===== config.mk =====
export PLATFORM = sky130hd
export DESIGN_NAME = irq_aggregator
export DESIGN_NICKNAME = d
export VERILOG_FILES = /design/src/rtl/irq_aggregator.sv
export SDC_FILE = /design/constraint.sdc
export NUM_CORES = 1
export LEC_CHECK = 0
export ABC_CLOCK_PERIOD_IN_PS = 1600
export BUFFER_PORTS_ARGS = -buffer_cell sky130_fd_sc_hd__buf_2
export CAP_MARGIN = 5
export CORE_AREA = 10 10 54 56
export CTS_BUF_LIST = sky130_fd_sc_hd__clkbuf_4
export DETAILED_ROUTE_END_ITERATION = 7
export DIE_AREA = 0 0 64 66
export PLACE_DENSITY = 0.74
export SLEW_MARGIN = 0
export SYNTH_ARGS = -nofsm -noshare
export SYNTH_HDL_FRONTEND = slang
export SYNTH_SLANG_ARGS = --single-unit

===== constraint.sdc =====
create_clock -name clk -period 1.6 [get_ports clk]
set_clock_uncertainty 0.1 [all_clocks]
set_input_delay 0.16 -clock clk [delete_from_list [all_inputs] [get_ports clk]]
set_output_delay 0.16 -clock clk [all_outputs]
set_load 0.01 [all_outputs]

===== src/rtl/irq_aggregator.sv =====
module irq_aggregator #(
  parameter int NPER  = 4,
  parameter int PORTW = 4
) (
  input  logic             clk,
  input  logic             rst_n,
  input  logic             reg_wr,
  input  logic [7:0]       reg_wdata,
  output logic [7:0]       reg_rdata,
  input  logic             ext_rise_sel,
  input  logic             ext_pin,
  input  logic [PORTW-1:0] port_pins,
  input  logic             port_rd,
  input  logic             tmr_ovf,
  input  logic [NPER-1:0]  periph_req,
  input  logic             sleep,
  output logic             irq,
  output logic             wake
);

  logic [7:0]       ctl;
  logic             ext_s1, ext_s2, ext_q;
  logic [PORTW-1:0] port_s1, port_s2, port_lat;

  always_ff @(posedge clk or negedge rst_n) begin
    if (!rst_n) begin
      ext_s1  <= 1'b0;
      ext_s2  <= 1'b0;
      ext_q   <= 1'b0;
      port_s1 <= '0;
      port_s2 <= '0;
    end else begin
      ext_s1  <= ext_pin;
      ext_s2  <= ext_s1;
      ext_q   <= ext_s2;
      port_s1 <= port_pins;
      port_s2 <= port_s1;
    end
  end

  wire ext_edge = ext_rise_sel ? (ext_s2 & ~ext_q) : (~ext_s2 & ext_q);
  wire port_chg = (port_s2 != port_lat) && !port_rd;
  wire [7:0] hw_set = {5'b0, tmr_ovf, ext_edge, port_chg};

  always_ff @(posedge clk or negedge rst_n) begin
    if (!rst_n) begin
      port_lat <= '0;
      ctl      <= 8'h00;
    end else begin
      if (port_rd) port_lat <= port_s2;
      ctl <= (reg_wr ? reg_wdata : ctl) | hw_set;
    end
  end

  wire periph_any = |periph_req;
  wire pending = (ctl[2] & ctl[5]) | (ctl[1] & ctl[4]) | (ctl[0] & ctl[3]) |
                 (ctl[6] & periph_any);

  assign reg_rdata = ctl;
  assign irq       = ctl[7] & pending;
  assign wake      = sleep & pending;

  a_r8_irq_needs_gie: assert property (@(posedge clk) disable iff (!rst_n)
    !reg_rdata[7] |-> !irq);

  a_r8_irq_when_enabled: assert property (@(posedge clk) disable iff (!rst_n)
    (reg_rdata[7] && reg_rdata[6] && (periph_req != '0)) |-> irq);

  a_r9_wake_needs_sleep: assert property (@(posedge clk) disable iff (!rst_n)
    !sleep |-> !wake);

  a_r9_wake_ignores_gie: assert property (@(posedge clk) disable iff (!rst_n)
    (sleep && reg_rdata[5] && reg_rdata[2]) |-> wake);

  a_r2_write_loads: assert property (@(posedge clk) disable iff (!rst_n)
    reg_wr |=> ((reg_rdata & 8'hF8) == ($past(reg_wdata) & 8'hF8)));

  a_r3_timer_sets: assert property (@(posedge clk) disable iff (!rst_n)
    tmr_ovf |=> reg_rdata[2]);

  a_r4_sticky: assert property (@(posedge clk) disable iff (!rst_n)
    !reg_wr |=> ((reg_rdata & $past(reg_rdata)) == $past(reg_rdata)));

  a_r7_read_blocks: assert property (@(posedge clk) disable iff (!rst_n)
    (port_rd && !reg_wr && !reg_rdata[0]) |=> !reg_rdata[0]);

endmodule


==> impl_metrics.yaml <==
run_status:
  status: "finished, violations left"
  violations: "negative setup slack"
worst_setup_path:
  cp.required_ns: 1.34
  path_class: "reg2out"
  crit_fanout: 2
  worstPathArrival_ns: 1.40
  cp-start-kind: "register"
  worst-r2r-cell-count: 3
  crit_path_end_kind: "output pin"
die:
  dieArea_um2: 4220
  design.core.area_um2: 1900
  die_h_um: 66
  initial_core_util_pct: 43.4
  die_w_um: 64
  num_io_pins: 34
  num_rows: 16
clock_tree:
  clock_sinks: 23
  clock_latency_ns: 0.31
  htree_levels: 1
  cts_tree: "yes"
  max-clock-path-buffers: 2
  cts.clk_slew.worst_paths_ns: 0.12
  cts-root-buf: "clkbuf_4"
  cts_buffers: 3
place:
  gp_congestion: 0.687
  dpl-instance-area_um2: 1020
  port_buffers: 33
synth:
  syn-mean-instance-area_um2: 15.9
  ys_ff_latch: 23
  yosysUniqueCellTypes: 15
  yosysSeqAreaShare_pct: 69.8
  synthCells: 52
  netlist_area_um2: 825
  yosys_warnings: 0
  syn_nets: 76
power_and_ir_drop:
  peakVddDrop_v: 0.000622
  p_leak_nw: 0.576
  finalPower_w: 0.00110
  p_per_area_nw_per_um2: 900
layout:
  antenna_cells_inserted: 0
  fin_nets: 131
  drive_gt1_share_pct: 47.2
  design_area_um2: 1220
  nFillCells: 142
  final_cell_mix: "buf_2 (33), dfrtp_1 (23), dlygate4sd3_1 (15)"
  layout.cells.most_common: "buf_2"
  area_delta_synth_final_pct: 47.8
detailed_routing:
  drt-total-wl_um: 1810
  firstDrtPassIters: 4
  routedWlPerCell_um: 13.6
  vias: 597
  drt_iter0_markers: 32
  routed_via_density: 4.49
  ant_nets: 0
  drc: 0
sta:
  fin_setup_tns_ns: -0.114
  max_freq_mhz: 603
  drv_slew: 0
  final.setup.worst_slack_ns: -0.0597
  setup_violations: 2
  period_minus_slack_ns: 1.66
  rsz0062_at_grt: "yes"
  max_slew.worst_pin.slew_ns: 0.490
  fin_crit_sh_pct: 104
  slew_headroom_pct: 67.3
  final_hold_viol_count: 0
global_routing:
  grt.overflow.total: 0
  grt_pass1_vias: 647
  grt_usage_pct: 8.96
  grt_max_degree: 24
  grt_pass1_wl_um: 2970
  grt-busiest-layer: "met2"
  met3_usage_pct: 4.92
  antenna_found_initial: 0
  use_met2_pct: 13.9
  use_met1_pct: 9.05
min_path:
  hold_class: "in2reg"
  min_path_cells: 2
run:
  cap_viol_max_count: 0
[report_power, final]
| part | switching [W] | internal [W] | total [W] |
|---|---|---|---|
| clock network | 0.000168 | 0.0000935 | 0.000262 |
| logic | 0.0000749 | 0.000110 | 0.000185 |
| registers | 0.0000251 | 0.000624 | 0.000649 |
| total | 0.000268 | 0.000828 | 0.00110 |
[metal layers]
layer / up-vias / part of all wire, %
met5: - / 0
met4: 0 / 2.3
met3: 6 / 9.3
met2: 23 / 50
met1: 280 / 38
li1: 288 / -
[worst max-delay path, cell delays in order (launching register included)]
cell	delay, ns
dfrtp_1	0.40
a222oi_1	0.32
nand2_1	0.10
and2_1	0.14
buf_2	0.14
[cell type report]
class / count / area (um^2) / share of cell area [%]
Clock buffer: 3 / 22.5 / 1.85
Clock inverter: 1 / 5.00 / 0.411
Multi-Input combinational cell: 28 / 244 / 20.0
Sequential cell: 23 / 576 / 47.2
Tap cell: 27 / 33.8 / 2.77
Timing Repair Buffer: 51 / 338 / 27.7
[through the flow]
step	hold WS, ns	cells	util (%)	setup WS (ns)
2_1_floorplan	-0.236	52	-	0.348
5_1_grt	0.00323	133	64.1	-0.148
3_3_place_gp	0.0456	111	53.6	0.247
3_5_place_dp	0.0499	111	53.6	0.249
4_1_cts	0.00588	133	64.1	-0.0701
6_report	0.00891	133	64.1	-0.0597
[flip-flops by register name, summed over array words and instances, names as in the netlist]
register and flops:
port_lat 4, ext_s2 1, ext_q 1, port_s2 4, ext_s1 1, port_s1 4
reg_rdata 8
[worst paths after layout]
check	startpoint	end	slack [ns]
max	reg_rdata[1]	irq	-0.06
min	port_rd	reg_rdata[0]	0.009
max reg2reg	reg_rdata[2]	reg_rdata[2]	0.05
min reg2reg	ext_s1	ext_s2	0.26
max in group asynchronous	rst_n	reg_rdata[6]	0.83
min in group asynchronous	rst_n	port_s1[3]	0.23
[Yosys cell counts]
| cell type | instances | area, um^2 |
|---|---|---|
| a211o_1 | 1 | 8.76 |
| a222oi_1 | 1 | 10.0 |
| and2_1 | 2 | 12.5 |
| buf_2 | 1 | 5.00 |
| dfrtp_1 | 23 | 576 |
| mux2_2 | 9 | 101 |
| mux2i_1 | 2 | 20.0 |
| nand2_1 | 3 | 11.3 |
| nor2_1 | 1 | 3.75 |
| nor2b_1 | 1 | 6.26 |
| nor4_1 | 1 | 6.26 |
| o211ai_1 | 1 | 7.51 |
| o21ai_0 | 1 | 5.00 |
| o41ai_2 | 1 | 16.3 |
| xor2_1 | 4 | 35.0 |
[repair_timing]
action | CTS | global route
pin swaps | 3 | 0
resized for setup | 0 | 0
buffers inserted | 3 | 0
endpoints found under the setup margin | 2 | 2
hold endpoints to repair | 36 | 0
hold buffers | 15 | 0
[cells by family (layout without fill, tap and decap cells)]
kind of cell	Yosys count	after routing	synth area share, %
compound gates	5	5	5.77
buf+inv	1	55	0.606
simple gates	8	8	4.86
mux	11	11	14.7
flops	23	23	69.8
xor+xnor	4	4	4.25
Power figures use the tool's default switching activity.
